[src/rtl/dma_irq_pkg.sv]
package dma_irq_pkg;
  localparam int NUM_EVT    = 5;
  localparam int EV_XFER    = 0;
  localparam int EV_BLOCK   = 1;
  localparam int EV_SRC     = 2;
  localparam int EV_DST     = 3;
  localparam int EV_ERR     = 4;
  localparam int WE_LSB     = 8;
  localparam int CFG_OFS    = 0;
  localparam int CHEN_OFS   = 1;
  localparam int SUM_OFS    = 2;
  localparam int EVT_BASE   = 16;
  localparam int EVT_STRIDE = 4;
  localparam int V_RAW      = 0;
  localparam int V_STAT     = 1;
  localparam int V_MASK     = 2;
  localparam int V_CLR      = 3;
endpackage

[src/rtl/dma_evt_bank.sv]
module dma_evt_bank #(
  parameter int NUM_CH = 8
) (
  input  logic              clk,
  input  logic              rst,
  input  logic [NUM_CH-1:0] ev,
  input  logic              mask_wr,
  input  logic              clr_wr,
  input  logic [NUM_CH-1:0] wr_val,
  input  logic [NUM_CH-1:0] wr_lane,
  output logic [NUM_CH-1:0] raw_q,
  output logic [NUM_CH-1:0] mask_q,
  output logic [NUM_CH-1:0] raw_d,
  output logic [NUM_CH-1:0] mask_d
);
  always_comb begin
    // a new event wins over a clear in the same cycle
    raw_d = (raw_q & ~(clr_wr ? wr_val : '0)) | ev;
    for (int c = 0; c < NUM_CH; c++) begin
      mask_d[c] = (mask_wr && wr_lane[c]) ? wr_val[c] : mask_q[c];
    end
  end

  always_ff @(posedge clk) begin
    if (rst) begin
      raw_q  <= '0;
      mask_q <= '0;
    end else begin
      raw_q  <= raw_d;
      mask_q <= mask_d;
    end
  end
endmodule

[src/rtl/dma_chan_en.sv]
module dma_chan_en #(
  parameter int NUM_CH = 8
) (
  input  logic              clk,
  input  logic              rst,
  input  logic              cfg_wr,
  input  logic              chen_wr,
  input  logic              cfg_val,
  input  logic [NUM_CH-1:0] wr_val,
  input  logic [NUM_CH-1:0] wr_lane,
  input  logic [NUM_CH-1:0] done,
  output logic              glb_q,
  output logic [NUM_CH-1:0] chen_q
);
  logic [NUM_CH-1:0] chen_d;

  always_comb begin
    for (int c = 0; c < NUM_CH; c++) begin
      if (chen_wr && wr_lane[c]) chen_d[c] = wr_val[c];
      else if (done[c])          chen_d[c] = 1'b0;
      else                       chen_d[c] = chen_q[c];
    end
  end

  always_ff @(posedge clk) begin
    if (rst) begin
      glb_q  <= 1'b0;
      chen_q <= '0;
    end else begin
      if (cfg_wr) glb_q <= cfg_val;
      chen_q <= chen_d;
    end
  end
endmodule

[src/rtl/dma_irq_regs.sv]
module dma_irq_regs
  import dma_irq_pkg::*;
#(
  parameter int NUM_CH = 8,
  parameter int ADDR_W = 8
) (
  input  logic              clk,
  input  logic              rst,
  input  logic              reg_en,
  input  logic              reg_we,
  input  logic [ADDR_W-1:0] reg_addr,
  input  logic [31:0]       reg_wdata,
  output logic [31:0]       reg_rdata,
  input  logic [NUM_CH-1:0] ev_xfer,
  input  logic [NUM_CH-1:0] ev_block,
  input  logic [NUM_CH-1:0] ev_src,
  input  logic [NUM_CH-1:0] ev_dst,
  input  logic [NUM_CH-1:0] ev_err,
  output logic              irq,
  output logic              dma_on,
  output logic [NUM_CH-1:0] ch_run
);
  localparam logic [ADDR_W-1:0] A_CFG  = ADDR_W'(CFG_OFS);
  localparam logic [ADDR_W-1:0] A_CHEN = ADDR_W'(CHEN_OFS);
  localparam logic [ADDR_W-1:0] A_SUM  = ADDR_W'(SUM_OFS);

  logic wr, rd;
  logic [NUM_CH-1:0] wr_val, wr_lane;
  logic [NUM_EVT-1:0][NUM_CH-1:0] ev_all, raw_q, mask_q, raw_d, mask_d;
  logic [NUM_EVT-1:0] hit_raw, hit_stat, hit_mask, hit_clr, evt_any;
  logic glb_q, irq_d, unused_wdata;
  logic [NUM_CH-1:0] chen_q;
  logic [31:0] rd_mux;

  assign wr           = reg_en && reg_we;
  assign rd           = reg_en && !reg_we;
  assign wr_val       = reg_wdata[NUM_CH-1:0];
  assign wr_lane      = reg_wdata[WE_LSB +: NUM_CH];
  assign unused_wdata = ^reg_wdata;

  assign ev_all[EV_XFER]  = ev_xfer;
  assign ev_all[EV_BLOCK] = ev_block;
  assign ev_all[EV_SRC]   = ev_src;
  assign ev_all[EV_DST]   = ev_dst;
  assign ev_all[EV_ERR]   = ev_err;

  for (genvar e = 0; e < NUM_EVT; e++) begin : g_evt
    localparam int BASE = EVT_BASE + e * EVT_STRIDE;
    assign hit_raw[e]  = reg_addr == ADDR_W'(BASE + V_RAW);
    assign hit_stat[e] = reg_addr == ADDR_W'(BASE + V_STAT);
    assign hit_mask[e] = reg_addr == ADDR_W'(BASE + V_MASK);
    assign hit_clr[e]  = reg_addr == ADDR_W'(BASE + V_CLR);
    assign evt_any[e]  = |(raw_q[e] & mask_q[e]);

    dma_evt_bank #(.NUM_CH(NUM_CH)) u_bank (
      .clk     (clk),
      .rst     (rst),
      .ev      (ev_all[e]),
      .mask_wr (wr && hit_mask[e]),
      .clr_wr  (wr && hit_clr[e]),
      .wr_val  (wr_val),
      .wr_lane (wr_lane),
      .raw_q   (raw_q[e]),
      .mask_q  (mask_q[e]),
      .raw_d   (raw_d[e]),
      .mask_d  (mask_d[e])
    );
  end

  dma_chan_en #(.NUM_CH(NUM_CH)) u_chen (
    .clk     (clk),
    .rst     (rst),
    .cfg_wr  (wr && reg_addr == A_CFG),
    .chen_wr (wr && reg_addr == A_CHEN),
    .cfg_val (reg_wdata[0]),
    .wr_val  (wr_val),
    .wr_lane (wr_lane),
    .done    (ev_xfer | ev_err),
    .glb_q   (glb_q),
    .chen_q  (chen_q)
  );

  assign dma_on = glb_q;
  assign ch_run = chen_q & {NUM_CH{glb_q}};

  always_comb begin
    irq_d = 1'b0;
    for (int e = 0; e < NUM_EVT; e++) irq_d = irq_d | (|(raw_d[e] & mask_d[e]));
  end

  always_comb begin
    rd_mux = '0;
    if (reg_addr == A_CFG)       rd_mux[0] = glb_q;
    else if (reg_addr == A_CHEN) rd_mux[NUM_CH-1:0] = chen_q;
    else if (reg_addr == A_SUM)  rd_mux[NUM_EVT-1:0] = evt_any;
    for (int e = 0; e < NUM_EVT; e++) begin
      if (hit_raw[e])  rd_mux[NUM_CH-1:0] = raw_q[e];
      if (hit_stat[e]) rd_mux[NUM_CH-1:0] = raw_q[e] & mask_q[e];
      if (hit_mask[e]) rd_mux[NUM_CH-1:0] = mask_q[e];
    end
  end

  always_ff @(posedge clk) begin
    if (rst) begin
      irq       <= 1'b0;
      reg_rdata <= '0;
    end else begin
      irq <= irq_d;
      if (rd) reg_rdata <= rd_mux;
    end
  end
endmodule

[config.mk]
export PLATFORM = sky130hd
export DESIGN_NAME = dma_irq_regs
export DESIGN_NICKNAME = d
export VERILOG_FILES = /design/src/rtl/dma_irq_pkg.sv /design/src/rtl/dma_evt_bank.sv /design/src/rtl/dma_chan_en.sv /design/src/rtl/dma_irq_regs.sv
export SDC_FILE = /design/constraint.sdc
export NUM_CORES = 1
export LEC_CHECK = 0
export BUFFER_PORTS_ARGS = -buffer_cell sky130_fd_sc_hd__buf_2
export CORE_ASPECT_RATIO = 1.4
export CORE_MARGIN = 5
export CORE_UTILIZATION = 40
export CTS_CLUSTER_SIZE = 16
export DETAILED_ROUTE_END_ITERATION = 8
export GPL_TIMING_DRIVEN = 0
export PLACE_DENSITY_LB_ADDON = 0.2
export SYNTH_ARGS = -nofsm -noshare
export SYNTH_HDL_FRONTEND = slang
export SYNTH_SLANG_ARGS = --single-unit
[constraint.sdc]
create_clock -name clk -period 7.1 [get_ports clk]
set_clock_uncertainty 0.05 [all_clocks]
set_input_delay 1.42 -clock clk [delete_from_list [all_inputs] [get_ports clk]]
set_output_delay 1.42 -clock clk [all_outputs]
set_load 0.05 [all_outputs]
==> summary.txt <==
Synth
  – Number of synthesis warnings: 0
  – Synthesized cell area: 5917 sq um
  – Largest cells by area after synthesis: dfxtp_1 (33%), nand4_1 (7.9%), nor2_1 (7.2%)
  – Register bit total from synthesis: 98
  – Distinct cell type count of the synthesized netlist: 56
  – Cell type with the largest total area after synthesis: dfxtp_1
  – Avg Inst Size Synth: approximately 7.6 sq um
  – Area share of the largest cell type after synthesis: 0.3316
  – Synth Instances: 780
  – Commonest register cell after synthesis: dfxtp_1
  – Number of flops mapped to enable cells by yosys: 0
  – Share of synthesized area occupied by flip-flops and latches: 0.3316
  – Fraction of registers with async set/reset: 0

Power and ir drop
  – Final Total Pwr: around 1300 uW
  – Highest ir drop seen on vdd: 0.1364 mV
  – Leak Pwr: between 0.002 and 0.003 uW
  – Power per cell area: 182.7 nW/um^2

Clock tree
  – Clk slew on worst S/H paths: ~0.07 ns
  – Number of H-tree levels: 3
  – Number of gates resized after cts: 0
  – Num CTS Buffers: 9
  – Clock tree from TritonCTS: built
  – Hold buffer count at CTS: 0
  – Post-CTS Setup Repair Bufs: 0
  – Clock root cell: clkbuf_16
  – Clock sink count: 98
  – Longest Clk Path Bufs: 2
  – Clock Latency Late Sink: between 0.3 and 0.4 ns

Worst setup path
  – Cell seen most often among critical-path stages: clkbuf_1
  – Worst path top cell family by delay: buffers and inverters
  – Critical Path Max Stage Delay: about 0.75 ns
  – Flop2flop setup slack: about 4.7 ns
  – Critical path buffers and inverters: 3
  – Largest fanout of any net on the critical path: 10
  – Master of the slowest instance on the critical path: clkbuf_1
  – Cell breakdown of the critical path: buf_2 > and4_1 > clkbuf_1 > clkbuf_1 > nand4_1 > a21oi_1 > o22ai_1 > nor4_1 > a41oi_1
  – Required time at the endpoint of the critical path: 7.26 ns
  – Kind of start point of the critical path: input pin
  – Data arrival time at the worst-slack endpoint: approximately 4.6 ns
  – Category of the most critical setup path: input pin to flop
  – CP endpoint kind: flop

Cells and area
  – Net count, final: around 980
  – Finished Layout Cells: 1093
  – Final standard cell utilization of the core: 0.4790
  – Synth-to-Final Area Change: 17.45%
  – Number of diodes: 0
  – Layout cell share with drive strength beyond 1: 0.1704

Global routing
  – Total Routing Usage GR: 0.3287
  – Global-route wire length before repair: roughly 43000 microns
  – Maximum number of pins on one net before global-route repair: 19
  – GR peak layer: met2
  – Number of global-route vias before repair: around 6.6k
  – Global route overflow: 0
  – Met3 global-route usage: 0.07550
  – Global Route met1 Usage: 0.4048
  – Antenna violations before repair: 0
  – Met2 capacity usage during global routing: 0.5119

Hold path
  – Worst min-delay path category: flop to flop

Die
  – Die boundary height: 153.9 microns
  – Core ar.: about 15000 sq um
  – Full die area: about 17000 sq um
  – Overall die width: around 110 microns
  – Initial core utilization: 0.4078
  – Standard-cell rows: 52
  – Count of pins on the block boundary: roughly 130

Route
  – Via Count: between 7k and 8k
  – Final antenna-violating net count: 0
  – Total DRC errors in the routed layout: 0
  – Wire length per cell after detailed routing: 26.79 microns
  – Routed wire length: ~30000 microns
  – Detailed-router iteration count before antenna repair: 5
  – Starting DRC count in detailed routing: roughly 800
  – Post-DR vias/cell: about 6.4

Timing
  – Max-slew violation count: 0
  – Setup TNS after final layout: 0 ns
  – Unrepaired setup endpoints after global routing: no
  – Fin. Hold Viols: 0
  – Minimum clock period after layout: approximately 4.5 ns
  – Fin crit share: 0.6285
  – Min setup slack post-route: between 2 and 3 ns
  – Worst Tran Pin Value: about 0.9 ns
  – Final setup vio count: 0
  – Headroom to the max-slew limit: 0.4008
  – F_max: 224.1 MHz

Place
  – Global placement routability congestion: around 1.0
  – Post-detailed-placement half-perimeter wirelength: approximately 23000 microns
  – Post-Place Cells: between 1k and 1.5k
  – Buffers on Ports: 85
  – Setup slack after placement: 2.408 ns

Run
  – Number of max-cap violations: 0

Status
  – Status: finished, final reports clean
[cell usage after synthesis, drive strengths merged (3+ instances only)]
cell / n
dfxtp: 98
buf: 46
and2: 13
a221oi: 7
nand4: 75
o211ai: 4
nor3b: 4
o221ai: 6
clkbuf: 41
a21oi: 71
a21o: 8
nor4: 5
nor3: 7
nand3: 35
or2: 4
nand2b: 4
a211oi: 3
inv: 8
a22oi: 20
a22o: 7
mux2i: 42
a31oi: 3
nand2: 48
o22ai: 21
o31ai: 3
nor2b: 9
o21ai: 31
a222oi: 3
and3: 4
a221o: 4
or4: 7
nor2: 114
[routing by layer]
layer  vias up  share of wire
met4         0          0.073
met1      3307           0.37
met5         -              0
li1       3109              -
met3       112           0.10
met2       494           0.45
[state kept, by name, summed over array words and instances (netlist names)]
| register | flops |
|---|---|
| g_evt.u_bank.raw_q | 40 |
| u_chen.glb_q | 1 |
| reg_rdata | 8 |
| u_chen.chen_q | 8 |
| g_evt.u_bank.mask_q | 40 |
| irq | 1 |
[cells in the final DEF (no fill, tap or decap), types with 8 or more instances in the layout]
master / Yosys / routed
a21o_1: 8 / 8
a21oi_1: 71 / 71
a22oi_1: 20 / 20
and2_1: 13 / 13
buf_2: 14 / 99
buf_4: 27 / 27
clkbuf_1: 41 / 41
clkbuf_16: 0 / 9
conb_1: 1 / 24
dfxtp_1: 98 / 98
inv_1: 8 / 8
mux2i_1: 42 / 42
nand2_1: 48 / 48
nand3_1: 35 / 35
nand4_1: 75 / 75
nor2_1: 114 / 114
nor2b_1: 9 / 9
o21ai_0: 31 / 31
o22ai_1: 21 / 21
[logic make-up after synthesis]
group	synth area share
simple gates	0.2876
flops	0.3316
other cells	0.0006338
compound gates	0.2256
mux	0.07295
buf+inv	0.08162
[where the power goes]
part	internal [uW]	leakage (uW)	total, uW	switching (uW)
logic	50.3	0.00205	192	142
clock network	244	0.000139	490	246
registers	566	0.000803	588	21.7
total	861	0.00299	1270	409
[per-stage QoR]
stage | instance area, sq um | hold WS, ns
2_1_floorplan | 6003 | 0.4059
3_3_place_gp | 6665 | 0.3800
3_5_place_dp | 6665 | 0.3884
4_1_cts | 6949 | 0.4048
5_1_grt | 6949 | 0.4288
6_report | 6949 | 0.3988
[path summary, 6_finish.rpt]
kind	start	end	cells past startpoint
max	reg_en	irq	9
min	reg_rdata[5]	reg_rdata[5]	2
max reg2reg	g_evt[0].u_bank.mask_q[4]	irq	5
min reg2reg	reg_rdata[5]	reg_rdata[5]	2
[worst register-to-register path, stage by stage, from the launching register on]
cell,delay (ns)
dfxtp_1,0.37
mux2i_1,0.21
o22ai_1,0.20
or4_1,0.67
nor4_1,0.55
a41oi_1,0.21
[final cells by class]
| class | count | area (sq um) |
|---|---|---|
| Fill cell | 1574 | 7560 |
| Multi-Input combinational cell | 610 | 3558 |
| Clock buffer | 9 | 225.2 |
| Buffer | 87 | 452.9 |
| Clock inverter | 7 | 58.81 |
| Timing Repair Buffer | 85 | 425.4 |
| Tap cell | 189 | 236.5 |
| Inverter | 8 | 30.03 |
| Sequential cell | 98 | 1962 |
(Power assumes the default switching activity.)
